<file path="src/rtl/tsc_pkg.sv">
package tsc_pkg;
    typedef enum logic [2:0] {
        ST_IDLE,
        ST_EXPAND,
        ST_SCAN,
        ST_FILL,
        ST_DONE
    } seq_state_t;
endpackage

</file>
<file path="src/rtl/tsc_status.sv">
module tsc_status #(
    parameter int TILE_LOG2 = 3,
    parameter int DW        = 16,
    localparam int NT       = 1 << TILE_LOG2
) (
    input  logic                 clk,
    input  logic                 rst_n,
    input  logic                 set_all,
    input  logic [DW-1:0]        new_value,
    input  logic                 clr_one,
    input  logic [TILE_LOG2-1:0] clr_idx,
    output logic [NT-1:0]        flags,
    output logic [DW-1:0]        clear_value
);
    always_ff @(posedge clk) begin
        if (!rst_n) begin
            flags       <= '0;
            clear_value <= '0;
        end else if (set_all) begin
            flags       <= '1;
            clear_value <= new_value;
        end else if (clr_one) begin
            flags[clr_idx] <= 1'b0;
        end
    end


    set_all_chk: assert property (@(posedge clk) disable iff (!rst_n)
        set_all |=> (&flags));


    clr_one_chk: assert property (@(posedge clk) disable iff (!rst_n)
        (clr_one && !set_all) |=> !flags[$past(clr_idx)]);
endmodule

</file>
<file path="src/rtl/tsc_rdmux.sv">
module tsc_rdmux #(
    parameter int TILE_LOG2 = 3,
    parameter int PIX_LOG2  = 2,
    parameter int DW        = 16,
    localparam int NT       = 1 << TILE_LOG2,
    localparam int AW       = TILE_LOG2 + PIX_LOG2
) (
    input  logic                 rd_en,
    input  logic [TILE_LOG2-1:0] rd_tile,
    input  logic [PIX_LOG2-1:0]  rd_off,
    input  logic                 ts_en,
    input  logic [NT-1:0]        flags,
    input  logic [DW-1:0]        clear_value,
    input  logic [DW-1:0]        mem_rd_data,
    output logic [DW-1:0]        rd_data,
    output logic                 mem_rd_en,
    output logic [AW-1:0]        mem_rd_addr
);
    logic use_clear;

    always_comb begin
        use_clear   = ts_en && flags[rd_tile];
        mem_rd_addr = {rd_tile, rd_off};
        mem_rd_en   = rd_en && !use_clear;
        rd_data     = use_clear ? clear_value : mem_rd_data;
    end
endmodule

</file>
<file path="src/rtl/tsc_seq.sv">
module tsc_seq
    import tsc_pkg::*;
#(
    parameter int TILE_LOG2 = 3,
    parameter int PIX_LOG2  = 2,
    parameter int DW        = 16,
    localparam int NT       = 1 << TILE_LOG2,
    localparam int AW       = TILE_LOG2 + PIX_LOG2
) (
    input  logic                 clk,
    input  logic                 rst_n,
    input  logic                 clr_cmd,
    input  logic                 px_we,
    input  logic [TILE_LOG2-1:0] px_tile,
    input  logic [PIX_LOG2-1:0]  px_off,
    input  logic [DW-1:0]        px_data,
    input  logic                 fill_start,
    input  logic [DW-1:0]        fill_color,
    input  logic [NT-1:0]        flags,
    input  logic [DW-1:0]        clear_value,
    output logic                 set_all,
    output logic                 clr_one,
    output logic [TILE_LOG2-1:0] clr_idx,
    output logic                 clr_ready,
    output logic                 px_ready,
    output logic                 fill_busy,
    output logic                 fill_done,
    output logic                 mem_we,
    output logic [AW-1:0]        mem_addr,
    output logic [DW-1:0]        mem_wdata
);
    localparam logic [PIX_LOG2-1:0]  PLAST = '1;
    localparam logic [TILE_LOG2-1:0] TLAST = '1;

    seq_state_t            state_q;
    logic [TILE_LOG2-1:0]  tile_q;
    logic [PIX_LOG2-1:0]   cnt_q;
    logic [PIX_LOG2-1:0]   skip_q;
    logic [DW-1:0]         color_q;

    // state register and walk counters
    always_ff @(posedge clk) begin
        if (!rst_n) begin
            state_q <= ST_IDLE;
            tile_q  <= '0;
            cnt_q   <= '0;
            skip_q  <= '0;
            color_q <= '0;
        end else begin
            unique case (state_q)
                ST_IDLE: begin
                    if (clr_cmd) begin
                        state_q <= ST_IDLE;
                    end else if (fill_start) begin
                        state_q <= ST_SCAN;
                        tile_q  <= '0;
                        color_q <= fill_color;
                    end else if (px_we && flags[px_tile]) begin
                        state_q <= ST_EXPAND;
                        tile_q  <= px_tile;
                        skip_q  <= px_off;
                        cnt_q   <= '0;
                    end
                end
                ST_EXPAND: begin
                    cnt_q <= cnt_q + 1'b1;
                    if (cnt_q == PLAST) state_q <= ST_IDLE;
                end
                ST_SCAN: begin
                    if (flags[tile_q]) begin
                        state_q <= ST_FILL;
                        cnt_q   <= '0;
                    end else if (tile_q == TLAST) begin
                        state_q <= ST_DONE;
                    end else begin
                        tile_q <= tile_q + 1'b1;
                    end
                end
                ST_FILL: begin
                    cnt_q <= cnt_q + 1'b1;
                    if (cnt_q == PLAST) begin
                        if (tile_q == TLAST) begin
                            state_q <= ST_DONE;
                        end else begin
                            state_q <= ST_SCAN;
                            tile_q  <= tile_q + 1'b1;
                        end
                    end
                end
                ST_DONE: state_q <= ST_IDLE;
                default: state_q <= ST_IDLE;
            endcase
        end
    end

    // outputs
    always_comb begin
        set_all   = 1'b0;
        clr_one   = 1'b0;
        clr_idx   = tile_q;
        clr_ready = 1'b0;
        px_ready  = 1'b0;
        fill_busy = 1'b0;
        fill_done = 1'b0;
        mem_we    = 1'b0;
        mem_addr  = {tile_q, cnt_q};
        mem_wdata = clear_value;
        unique case (state_q)
            ST_IDLE: begin
                clr_ready = 1'b1;
                set_all   = clr_cmd;
                px_ready  = !clr_cmd && !fill_start;
                if (px_ready && px_we) begin
                    mem_we    = 1'b1;
                    mem_addr  = {px_tile, px_off};
                    mem_wdata = px_data;
                    clr_one   = flags[px_tile];
                    clr_idx   = px_tile;
                end
            end
            ST_EXPAND: begin
                mem_we = (cnt_q != skip_q);
            end
            ST_SCAN: begin
                fill_busy = 1'b1;
            end
            ST_FILL: begin
                fill_busy = 1'b1;
                mem_we    = 1'b1;
                mem_wdata = color_q;
                clr_one   = (cnt_q == PLAST);
            end
            ST_DONE: begin
                fill_done = 1'b1;
            end
            default: ;
        endcase
    end


    done_then_idle_chk: assert property (@(posedge clk) disable iff (!rst_n)
        fill_done |=> (clr_ready && !fill_done));


    fill_order_chk: assert property (@(posedge clk) disable iff (!rst_n)
        (fill_busy && $past(fill_busy)) |-> (tile_q >= $past(tile_q)));
endmodule

</file>
<file path="src/rtl/tile_clear_tracker.sv">
module tile_clear_tracker #(
    parameter int TILE_LOG2 = 3,
    parameter int PIX_LOG2  = 2,
    parameter int DW        = 16,
    localparam int NT       = 1 << TILE_LOG2,
    localparam int AW       = TILE_LOG2 + PIX_LOG2
) (
    input  logic                 clk,
    input  logic                 rst_n,
    input  logic                 ts_en,
    input  logic                 clr_cmd,
    input  logic [DW-1:0]        clr_value,
    output logic                 clr_ready,
    input  logic                 px_we,
    input  logic [TILE_LOG2-1:0] px_tile,
    input  logic [PIX_LOG2-1:0]  px_off,
    input  logic [DW-1:0]        px_data,
    output logic                 px_ready,
    input  logic                 fill_start,
    input  logic [DW-1:0]        fill_color,
    output logic                 fill_busy,
    output logic                 fill_done,
    input  logic                 rd_en,
    input  logic [TILE_LOG2-1:0] rd_tile,
    input  logic [PIX_LOG2-1:0]  rd_off,
    output logic [DW-1:0]        rd_data,
    output logic                 mem_rd_en,
    output logic [AW-1:0]        mem_rd_addr,
    input  logic [DW-1:0]        mem_rd_data,
    output logic                 mem_we,
    output logic [AW-1:0]        mem_addr,
    output logic [DW-1:0]        mem_wdata
);
    logic [NT-1:0]        flags;
    logic [DW-1:0]        clear_value;
    logic                 set_all;
    logic                 clr_one;
    logic [TILE_LOG2-1:0] clr_idx;

    tsc_status #(.TILE_LOG2(TILE_LOG2), .DW(DW)) u_status (
        .clk(clk), .rst_n(rst_n),
        .set_all(set_all), .new_value(clr_value),
        .clr_one(clr_one), .clr_idx(clr_idx),
        .flags(flags), .clear_value(clear_value)
    );

    tsc_seq #(.TILE_LOG2(TILE_LOG2), .PIX_LOG2(PIX_LOG2), .DW(DW)) u_seq (
        .clk(clk), .rst_n(rst_n),
        .clr_cmd(clr_cmd), .px_we(px_we), .px_tile(px_tile), .px_off(px_off),
        .px_data(px_data), .fill_start(fill_start), .fill_color(fill_color),
        .flags(flags), .clear_value(clear_value),
        .set_all(set_all), .clr_one(clr_one), .clr_idx(clr_idx),
        .clr_ready(clr_ready), .px_ready(px_ready),
        .fill_busy(fill_busy), .fill_done(fill_done),
        .mem_we(mem_we), .mem_addr(mem_addr), .mem_wdata(mem_wdata)
    );

    tsc_rdmux #(.TILE_LOG2(TILE_LOG2), .PIX_LOG2(PIX_LOG2), .DW(DW)) u_rdmux (
        .rd_en(rd_en), .rd_tile(rd_tile), .rd_off(rd_off), .ts_en(ts_en),
        .flags(flags), .clear_value(clear_value), .mem_rd_data(mem_rd_data),
        .rd_data(rd_data), .mem_rd_en(mem_rd_en), .mem_rd_addr(mem_rd_addr)
    );
endmodule

</file>
<file path="config.mk">
export PLATFORM = sky130hd
export DESIGN_NAME = tile_clear_tracker
export DESIGN_NICKNAME = d
export VERILOG_FILES = /design/src/rtl/tsc_pkg.sv /design/src/rtl/tsc_status.sv /design/src/rtl/tsc_rdmux.sv /design/src/rtl/tsc_seq.sv /design/src/rtl/tile_clear_tracker.sv
export SDC_FILE = /design/constraint.sdc
export NUM_CORES = 1
export LEC_CHECK = 0
export ABC_AREA = 1
export ABC_CLOCK_PERIOD_IN_PS = 2100
export BUFFER_PORTS_ARGS = -buffer_cell sky130_fd_sc_hd__buf_2
export CAP_MARGIN = 5
export CORE_MARGIN = 2
export CORE_UTILIZATION = 48
export DETAILED_ROUTE_END_ITERATION = 7
export PLACE_DENSITY = 0.82
export SYNTH_ARGS = -nofsm -noshare
export SYNTH_HDL_FRONTEND = slang
export SYNTH_SLANG_ARGS = --single-unit
</file>
<file path="constraint.sdc">
create_clock -name clk -period 2.1 [get_ports clk]
set_input_delay 0.315 -clock clk [delete_from_list [all_inputs] [get_ports clk]]
set_output_delay 0.315 -clock clk [all_outputs]
set_load 0.05 [all_outputs]
</file>
==> results of run 1 <==
-- metrics by stage --
step	TNS, ps	hold slack, ps
5_1_grt	-1290	232
3_3_place_gp	0	448
6_report	-20.7	223
4_1_cts	-30.9	216
2_1_floorplan	-3890	437
3_5_place_dp	0	453
-- worst register-to-register path: cells and delay by family (launching register included) --
family | cells | cell delay [ps]
fa+ha+maj | 2 | 440
buf+inv | 1 | 80
flops | 1 | 390
compound gates | 1 | 220
simple gates | 5 | 510
-- kinds of logic (layout without fill, tap and decap cells) --
logic type / Yosys count / in the layout / share of synthesized area, %
buf+inv: 85 / 207 / 11.5
simple gates: 191 / 191 / 27.4
fa+ha+maj: 3 / 3 / 1.23
flops: 50 / 50 / 32.7
compound gates: 150 / 150 / 26.9
xor+xnor: 1 / 1 / 0.286
-- layer usage --
layer	share of wire [%]	GRT usage, %	vias to the layer above
li1	-	-	1817
met1	40	30.9	1695
met2	48	44.9	198
met3	9.0	6.23	23
met4	2.9	7.33	0
met5	0	0	-
-- area by class of cell --
cell class / count / area (um^2)
repair buffers: 142 / 1020
inverters: 58 / 225
flip-flops and latches: 50 / 1010
clock buffers: 5 / 68.8
well taps: 77 / 96.3
multi-input cells: 345 / 1900
fillers: 511 / 1900
clock inverters: 2 / 13.8
-- placed cells by master, fill, tap and decap left out, drive strengths merged --
master,instances
a21oi,52
a22oi,1
buf,138
clkbuf,9
clkinv,1
dfxtp,50
ha,3
inv,59
nand2,104
nand3,26
nand3b,2
nor2,56
nor3,3
o211ai,17
o21ai,77
o311ai,1
o31ai,2
xnor2,1
-- worst max path at each step --
stage | endpoint | slack (ps) | cells after the start
6_report | mem_wdata[14] | -20 | 8
4_1_cts | mem_addr[2] | -20 | 7
3_5_place_dp | mem_wdata[14] | 150 | 10
2_1_floorplan | rd_data[0] | -260 | 7
5_1_grt | rd_data[2] | -100 | 10
3_3_place_gp | mem_wdata[12] | 200 | 10
-- timing repair --
action                                  in CTS  in global routing
pin swaps                                    0                  5
hold endpoints to repair                     0                  0
endpoints found under the setup margin      33                 38
setup buffers                                0                  5
gates cloned                                 0                  4
resized for setup                           35                 99
-- registers in the layout (all words and copies together), names as in the netlist --
| signal | count |
|---|---|
| u_status.clear_value | 16 |
| u_seq.color_q | 16 |
| u_seq.skip_q | 2 |
| u_seq.tile_q | 3 |
| u_seq.state_q | 3 |
| u_seq.cnt_q | 2 |
| u_status.flags | 8 |
-- where the power goes --
group	internal, mW	switching (mW)
Clock	0.231	0.328
Sequential	1.12	0.116
Combinational	0.861	1.86
==> results.txt, run 1 <==
Final setup margin -> -20.7 ps
# rows -> 29
Clk Latency, worst-skew pair -> 310 ps
Final net count -> 686
CP Launch Type -> register
Synth async-reset ratio -> 0%
Max FO, Critical Path -> 19
Worst-margin pin slew -> 422 ps
Hpwl dp -> 6780 um
Critical Path End Type -> output port
Synth Register Bits -> 50
CP Cell Sequence -> inv_2 -> nand2_4 -> nor2_8 -> inv_8 -> a21oi_1 -> o21ai_0 -> o211ai_1 -> buf_4
Clock Path Buffers -> 2
Hold path depth -> 3
Reg-to-Reg End -> u_seq.tile_q[2]
DP Worst Slack -> 148 ps
Cell variety after synth -> 31
Synth Net Count -> 564
Grt total ovfl -> 0
Synth warn -> 0
RSZ-0062 raised after global routing -> true
Die area -> 0.00703 mm^2
Reg clk slew, reported paths -> 100 ps
I/O pin cnt -> 129
Period Utilization, post-route -> 101%
Worst Skew -> 13.9 ps
Most common cell in the netlist -> nand2_1
Height of the die -> 83.9 um
DP Cell Count -> 663
CP required -> 1780 ps
Rel. slew slack -> 71.9%
Clk root buf -> clkbuf_8
CP arrival -> 1810 ps
Flop2flop setup slack -> 420 ps
Vias per cell -> 5.50
Worst Hold End -> u_seq.color_q[6]
Hold_buf cts -> 0
Largest net degree at the start of global routing -> 41
Diode count -> 0
CTS tree -> done
Area delta synth->final -> 41.8%
Largest delay share family, worst path -> compound AO/OA/AOI/OAI gates
Share of layout cells above drive strength 1 -> 37.2%
GPL Wtd Cong -> 0.901
Number of synthesized flops with an enable pin -> 0
DRC Markers -> 0
Maxcap violations -> 0
Placed cell areas -> 0.00375 mm^2
Mapped Avg Cell Area -> 6.38 um^2
Period minus WS final -> 2120 ps
Starting Density -> 49.1%
Drt first pass iters -> 5
Synth Instances -> 480
Class of the worst hold path -> input pin to register
Initial antenna violation count -> 0
Core ar. -> 0.00624 mm^2
Number of buffers created by CTS -> 5
Final Hold Viols -> 0
R2R Path Start -> u_seq.tile_q[0]
First DRT Iteration DRCs -> 216
Area share of the largest cell type after synthesis -> 32.7%
Violated checks -> negative setup slack
Most common flop cell mapped by yosys -> dfxtp_1
Top post-synthesis cells by count -> nand2_1 (97), o21ai_0 (70), nor2_1 (52), a21oi_1 (51), dfxtp_1 (50)
Global-route wire length before repair -> 14800 um
Worst path slowest cell -> dfxtp_4
Reg2Reg Depth -> 9
Crit path kind -> register to output port
Register area share after synthesis -> 32.7%
Highest clock rate -> 472 MHz
Drt total wl -> 10400 um
Die Wd -> 83.9 um
Vias in the first global route -> 3323
Fin util -> 69.6%
Synth area leaders -> dfxtp_1 (33%), nand2_1 (12%), o21ai_0 (11%)
VDD IR max -> 0.000709 V
Design Power -> 4.52 mW
Max Slew Vio Count -> 0
Hold Crit Start -> fill_color[6]
Biggest area consumer among synthesized cells -> dfxtp_1
Buffers on Ports -> 124
Final Instance Area -> 0.00434 mm^2
Gr usage total -> 25.5%
Non-Filler Instances -> 679
DR WL/cell -> 15.3 um
Max incr delay on CP -> 370 ps
Leakage -> 2.07 nW
Via Count -> 3733
Mapped cell area -> 0.00306 mm^2
Clock sinks -> 50
H-tree levels -> 2
Crit path from -> u_seq.state_q[1]
CP bufs+invs -> 3
Status -> finished, violations left
Setup-failing EPs final -> 1
Power Density -> 1040 mW/mm^2
Final ANT Viol Nets -> 0
Note: power is estimated with default switching activity, not from simulation.
==> inputs of run 2 (changes only) <==
--- a/config.mk
+++ b/config.mk
@@ -10,9 +10,10 @@
 export BUFFER_PORTS_ARGS = -buffer_cell sky130_fd_sc_hd__buf_2
 export CAP_MARGIN = 5
 export CORE_MARGIN = 2
-export CORE_UTILIZATION = 48
+export CORE_UTILIZATION = 50
+export CTS_BUF_LIST = sky130_fd_sc_hd__clkbuf_8
 export DETAILED_ROUTE_END_ITERATION = 7
-export PLACE_DENSITY = 0.82
+export PLACE_DENSITY = 0.85
 export SYNTH_ARGS = -nofsm -noshare
 export SYNTH_HDL_FRONTEND = slang
 export SYNTH_SLANG_ARGS = --single-unit
==> results.txt, run 2 (synthesis results as in run 1) <==
Non-Filler Instances -> 680
Critical Path End Type -> output port
Final Hold Viols -> 0
Die Wd -> 82.3 um
GPL Wtd Cong -> 0.928
Status -> finished, final reports clean
Share of layout cells above drive strength 1 -> 31.6%
Cell mode on critical path -> buf_6
# rows -> 28
Clk root buf -> clkbuf_8
CP Cell Sequence -> inv_2 -> nand2_4 -> nor2_8 -> buf_6 -> inv_8 -> nand2_8 -> buf_6 -> o211ai_1 -> buf_4
Initial antenna violation count -> 0
VDD IR max -> 0.000705 V
Max incr delay on CP -> 380 ps
Drt first pass iters -> 5
Diode count -> 0
Flop2flop setup slack -> 320 ps
Max Slew Vio Count -> 0
Largest net degree at the start of global routing -> 41
Clock Path Buffers -> 2
Core ar. -> 0.00592 mm^2
RSZ-0062 raised after global routing -> true
Worst Skew -> 4.98 ps
Worst Setup EP -> mem_wdata[15]
CTS tree -> done
Leakage -> 2.03 nW
Design Power -> 4.57 mW
Period Utilization, post-route -> 99.5%
Maxcap violations -> 0
Via Count -> 3767
Most frequent cells in the layout -> nand2_1 (95), buf_2 (90), o21ai_0 (56)
Final setup margin -> 11.5 ps
DRC Markers -> 0
Setup-failing EPs final -> 0
Vias in the first global route -> 3379
Worst-margin pin slew -> 439 ps
Hpwl dp -> 7000 um
Hold Crit Start -> fill_color[0]
Crit path kind -> register to output port
CP required -> 1780 ps
CP arrival -> 1770 ps
Highest clock rate -> 479 MHz
Reg2Reg Depth -> 11
Reg-to-Reg End -> u_seq.state_q[1]
Gr usage total -> 27.9%
Final Instance Area -> 0.00413 mm^2
Class of the worst hold path -> input pin to register
I/O pin cnt -> 129
Starting Density -> 51.7%
Final ANT Viol Nets -> 0
Buffers on Ports -> 124
Number of buffers created by CTS -> 5
Clock sinks -> 50
Clk Latency, worst-skew pair -> 310 ps
Worst path slowest cell -> dfxtp_4
DP Worst Slack -> 112 ps
Top Registers -> u_seq.color_q (16), u_status.clear_value (16), u_status.flags (8)
Area delta synth->final -> 34.8%
Placed cell areas -> 0.00376 mm^2
Rel. slew slack -> 70.7%
Height of the die -> 82.3 um
Global-route wire length before repair -> 14700 um
DR WL/cell -> 14.7 um
Vias per cell -> 5.54
Period minus WS final -> 2090 ps
DP Cell Count -> 664
CP Launch Type -> register
Commonest non-fill, non-tap cell in the layout -> nand2_1
R2R Path Start -> u_seq.state_q[1]
Die area -> 0.00677 mm^2
Crit path from -> u_seq.state_q[1]
First DRT Iteration DRCs -> 239
Fin util -> 69.7%
Final net count -> 688
Drt total wl -> 10000 um
H-tree levels -> 2
Power Density -> 1110 mW/mm^2
Max FO, Critical Path -> 8
Reg clk slew, reported paths -> 90 ps
Grt total ovfl -> 0
Hold_buf cts -> 0
[run 2: layer usage]
layer	global-route usage [%]	up-vias	wire, um
li1	-	1820	-
met2	48.0	231	4840
met4	10.7	0	249
met3	6.63	25	960
met5	0	-	0
met1	33.5	1691	3970
[run 2: area by class of cell]
class	instances	area, um^2
Clock buffer	6	82.6
Tap cell	75	93.8
Sequential cell	50	1010
Fill cell	506	1790
Multi-Input combinational cell	345	1770
Timing Repair inverter	2	20.0
Clock inverter	2	8.76
Inverter	58	235
Timing Repair Buffer	142	911
[run 2: critical path: cells and delay by family, from the launching register on]
family,cells,cell delay [ps]
AOI/OAI and AO/OA,1,210
buffers and inverters,5,640
DFF,1,380
and+or+nand+nor,3,220
[run 2: how the worst min path moves through the flow]
stage	endpoint	slack (ps)	cells past startpoint
detailed placement	u_seq.skip_q[1]	450	2
global placement	u_seq.skip_q[1]	450	2
CTS	u_seq.color_q[0]	220	3
finish	u_seq.color_q[0]	220	3
floorplan	u_seq.skip_q[1]	440	2
global route	u_seq.color_q[6]	230	3
[run 2: where the power goes]
| group | switching (mW) | internal [mW] | total [mW] | leakage, nW |
|---|---|---|---|---|
| combinational | 1.88 | 0.879 | 2.75 | 1.56 |
| clock | 0.317 | 0.262 | 0.579 | 0.0524 |
| sequential | 0.112 | 1.12 | 1.24 | 0.415 |
[run 2: through the flow]
step	setup TNS, ps	hold slack (ps)
after floorplan	-3890	437
after global placement	0	449
after detailed placement	0	452
after CTS	0	224
after global routing	-454	235
final	0	225
[run 2: what timing repair did]
item	4_1_cts	5_1_grt
gates resized for setup	27	63
gates cloned	0	2
setup buffers	1	6
endpoints found under the hold margin	0	0
pin swaps	1	5
endpoints found under the setup margin	23	38
==> inputs of run 3 (changes only) <==
--- a/config.mk
+++ b/config.mk
@@ -9,10 +9,12 @@
 export ABC_CLOCK_PERIOD_IN_PS = 2100
 export BUFFER_PORTS_ARGS = -buffer_cell sky130_fd_sc_hd__buf_2
 export CAP_MARGIN = 5
+export CORE_ASPECT_RATIO = 1.4
 export CORE_MARGIN = 2
 export CORE_UTILIZATION = 50
 export CTS_BUF_LIST = sky130_fd_sc_hd__clkbuf_8
 export DETAILED_ROUTE_END_ITERATION = 7
+export MAX_ROUTING_LAYER = met4
 export PLACE_DENSITY = 0.85
 export SYNTH_ARGS = -nofsm -noshare
 export SYNTH_HDL_FRONTEND = slang
==> results.txt, run 3 (synthesis results as in run 1) <==
Status -> finished, final reports clean
Clock sinks -> 50
Commonest non-fill, non-tap cell in the layout -> nand2_1
Period Utilization, post-route -> 98.2%
Worst-margin pin slew -> 452 ps
Share of layout cells above drive strength 1 -> 30.6%
First DRT Iteration DRCs -> 198
Rel. slew slack -> 69.8%
Area delta synth->final -> 32.2%
I/O pin cnt -> 129
Min Hold Slack -> 233 ps
CP arrival -> 1750 ps
Gr usage total -> 29.0%
Critical Path End Type -> output port
Largest net degree at the start of global routing -> 41
RSZ-0062 raised after global routing -> true
Clk root buf -> clkbuf_8
Via Count -> 3586
Max Slew Vio Count -> 0
Worst path slowest cell -> dfxtp_2
Setup TNS -> 0 ps
GPL Wtd Cong -> 0.963
Maxcap violations -> 0
CP bufs+invs -> 3
Drt first pass iters -> 4
Setup-failing EPs final -> 0
Class of the worst hold path -> input pin to register
Final net count -> 677
Reg clk slew, reported paths -> 90 ps
Die Wd -> 70.1 um
Die area -> 0.00677 mm^2
Final Hold Viols -> 0
Power Density -> 1130 mW/mm^2
Diode count -> 0
Hpwl dp -> 7370 um
Final ANT Viol Nets -> 0
CP required -> 1780 ps
Grt total ovfl -> 0
Max FO, Critical Path -> 33
Initial antenna violation count -> 0
Starting Density -> 51.9%
Global-route wire length before repair -> 15200 um
Crit path kind -> register to output port
CP Launch Type -> register
Core ar. -> 0.00590 mm^2
Top Registers -> u_seq.color_q (16), u_status.clear_value (16), u_status.flags (8)
Buffers on Ports -> 124
Final Instance Area -> 0.00405 mm^2
Max incr delay on CP -> 330 ps
H-tree levels -> 2
# rows -> 33
Placed cell areas -> 0.00371 mm^2
Clock Path Buffers -> 2
Final setup margin -> 37.7 ps
Number of buffers created by CTS -> 5
Largest delay share family, worst path -> buffers and inverters
CTS tree -> done
Vias in the first global route -> 3273
DR WL/cell -> 14.6 um
Highest clock rate -> 485 MHz
Height of the die -> 96.6 um
Leakage -> 1.98 nW
VDD IR max -> 0.000606 V
Drt total wl -> 9670 um
CP Cell Sequence -> inv_2 -> a21oi_1 -> o21ai_1 -> nand2_1 -> o211ai_2 -> buf_12 -> nand2_1 -> o21ai_1 -> buf_6
Most frequent cells in the layout -> nand2_1 (95), buf_2 (88), o21ai_0 (56)
Vias per cell -> 5.40
Period minus WS final -> 2060 ps
Worst Skew -> 7.18 ps
Clk Latency, worst-skew pair -> 300 ps
DP Worst Slack -> 70.3 ps
DRC Markers -> 0
==> run 3: changes by cell type in the layout (fill, tap and decap cells not counted), moves of 2 or more <==
cell	before	now
dfxtp_2	2	4
buf_4	37	29
buf_2	90	88
dfxtp_4	2	0
bufinv_16	0	2
clkbuf_4	1	4
inv_2	10	12
inv_4	2	0
==> run 3: final cells by class <==
class                      count  area [um^2]
fill                         519         1860
timing repair buffer         133          832
inverter                      58          225
tap                           70         87.6
sequential                    50         1010
clock inverter                 2         60.1
clock buffer                   6         82.6
multi-input combinational    345         1750
==> run 3: per-layer routing <==
layer  GRT usage (%)  up-vias  part of all wire (%)
met5               -        -                     0
met4            11.9        0                   2.8
met3            3.53       18                   5.9
met2            53.1      146                    53
met1            32.2     1623                    38
li1                -     1799                     -
==> run 3: final timing paths <==
| path | start | endpoint | slack (ps) | cells past startpoint |
|---|---|---|---|---|
| worst max-delay path | u_status.flags[1] | rd_data[10] | 40 | 9 |
| worst min-delay path | fill_color[11] | u_seq.color_q[11] | 230 | 3 |
| worst max register to register | u_seq.tile_q[0] | u_seq.tile_q[2] | 300 | 9 |
| worst min register to register | u_status.flags[6] | u_status.flags[6] | 470 | 2 |
==> run 3: tightest hold or removal path: stages <==
cell and delay (ps):
buf_2 80, nor2_1 30, nor2_1 80
==> run 3: per-stage QoR <==
step                power [mW]  utilization [%]  std cells
CTS                       4.47             66.7        662
global route              4.86             68.5        664
floorplan                 3.04                -        480
global placement          3.52             62.9        654
detailed placement        3.56             62.9        654
finish                    4.59             68.5        664
==> run 3: where the power goes <==
part	switching [mW]	internal, mW	leakage [nW]
clock	0.319	0.508	0.0714
sequential	0.121	1.12	0.414
combinational	1.76	0.766	1.49
total	2.20	2.40	1.98
==> run 3: timing repair <==
item | CTS | global route
setup endpoints to repair | 32 | 38
hold buffers | 0 | 0
pin swaps | 0 | 1
gates cloned | 0 | 0
resized for setup | 33 | 44
setup buffers | 0 | 2
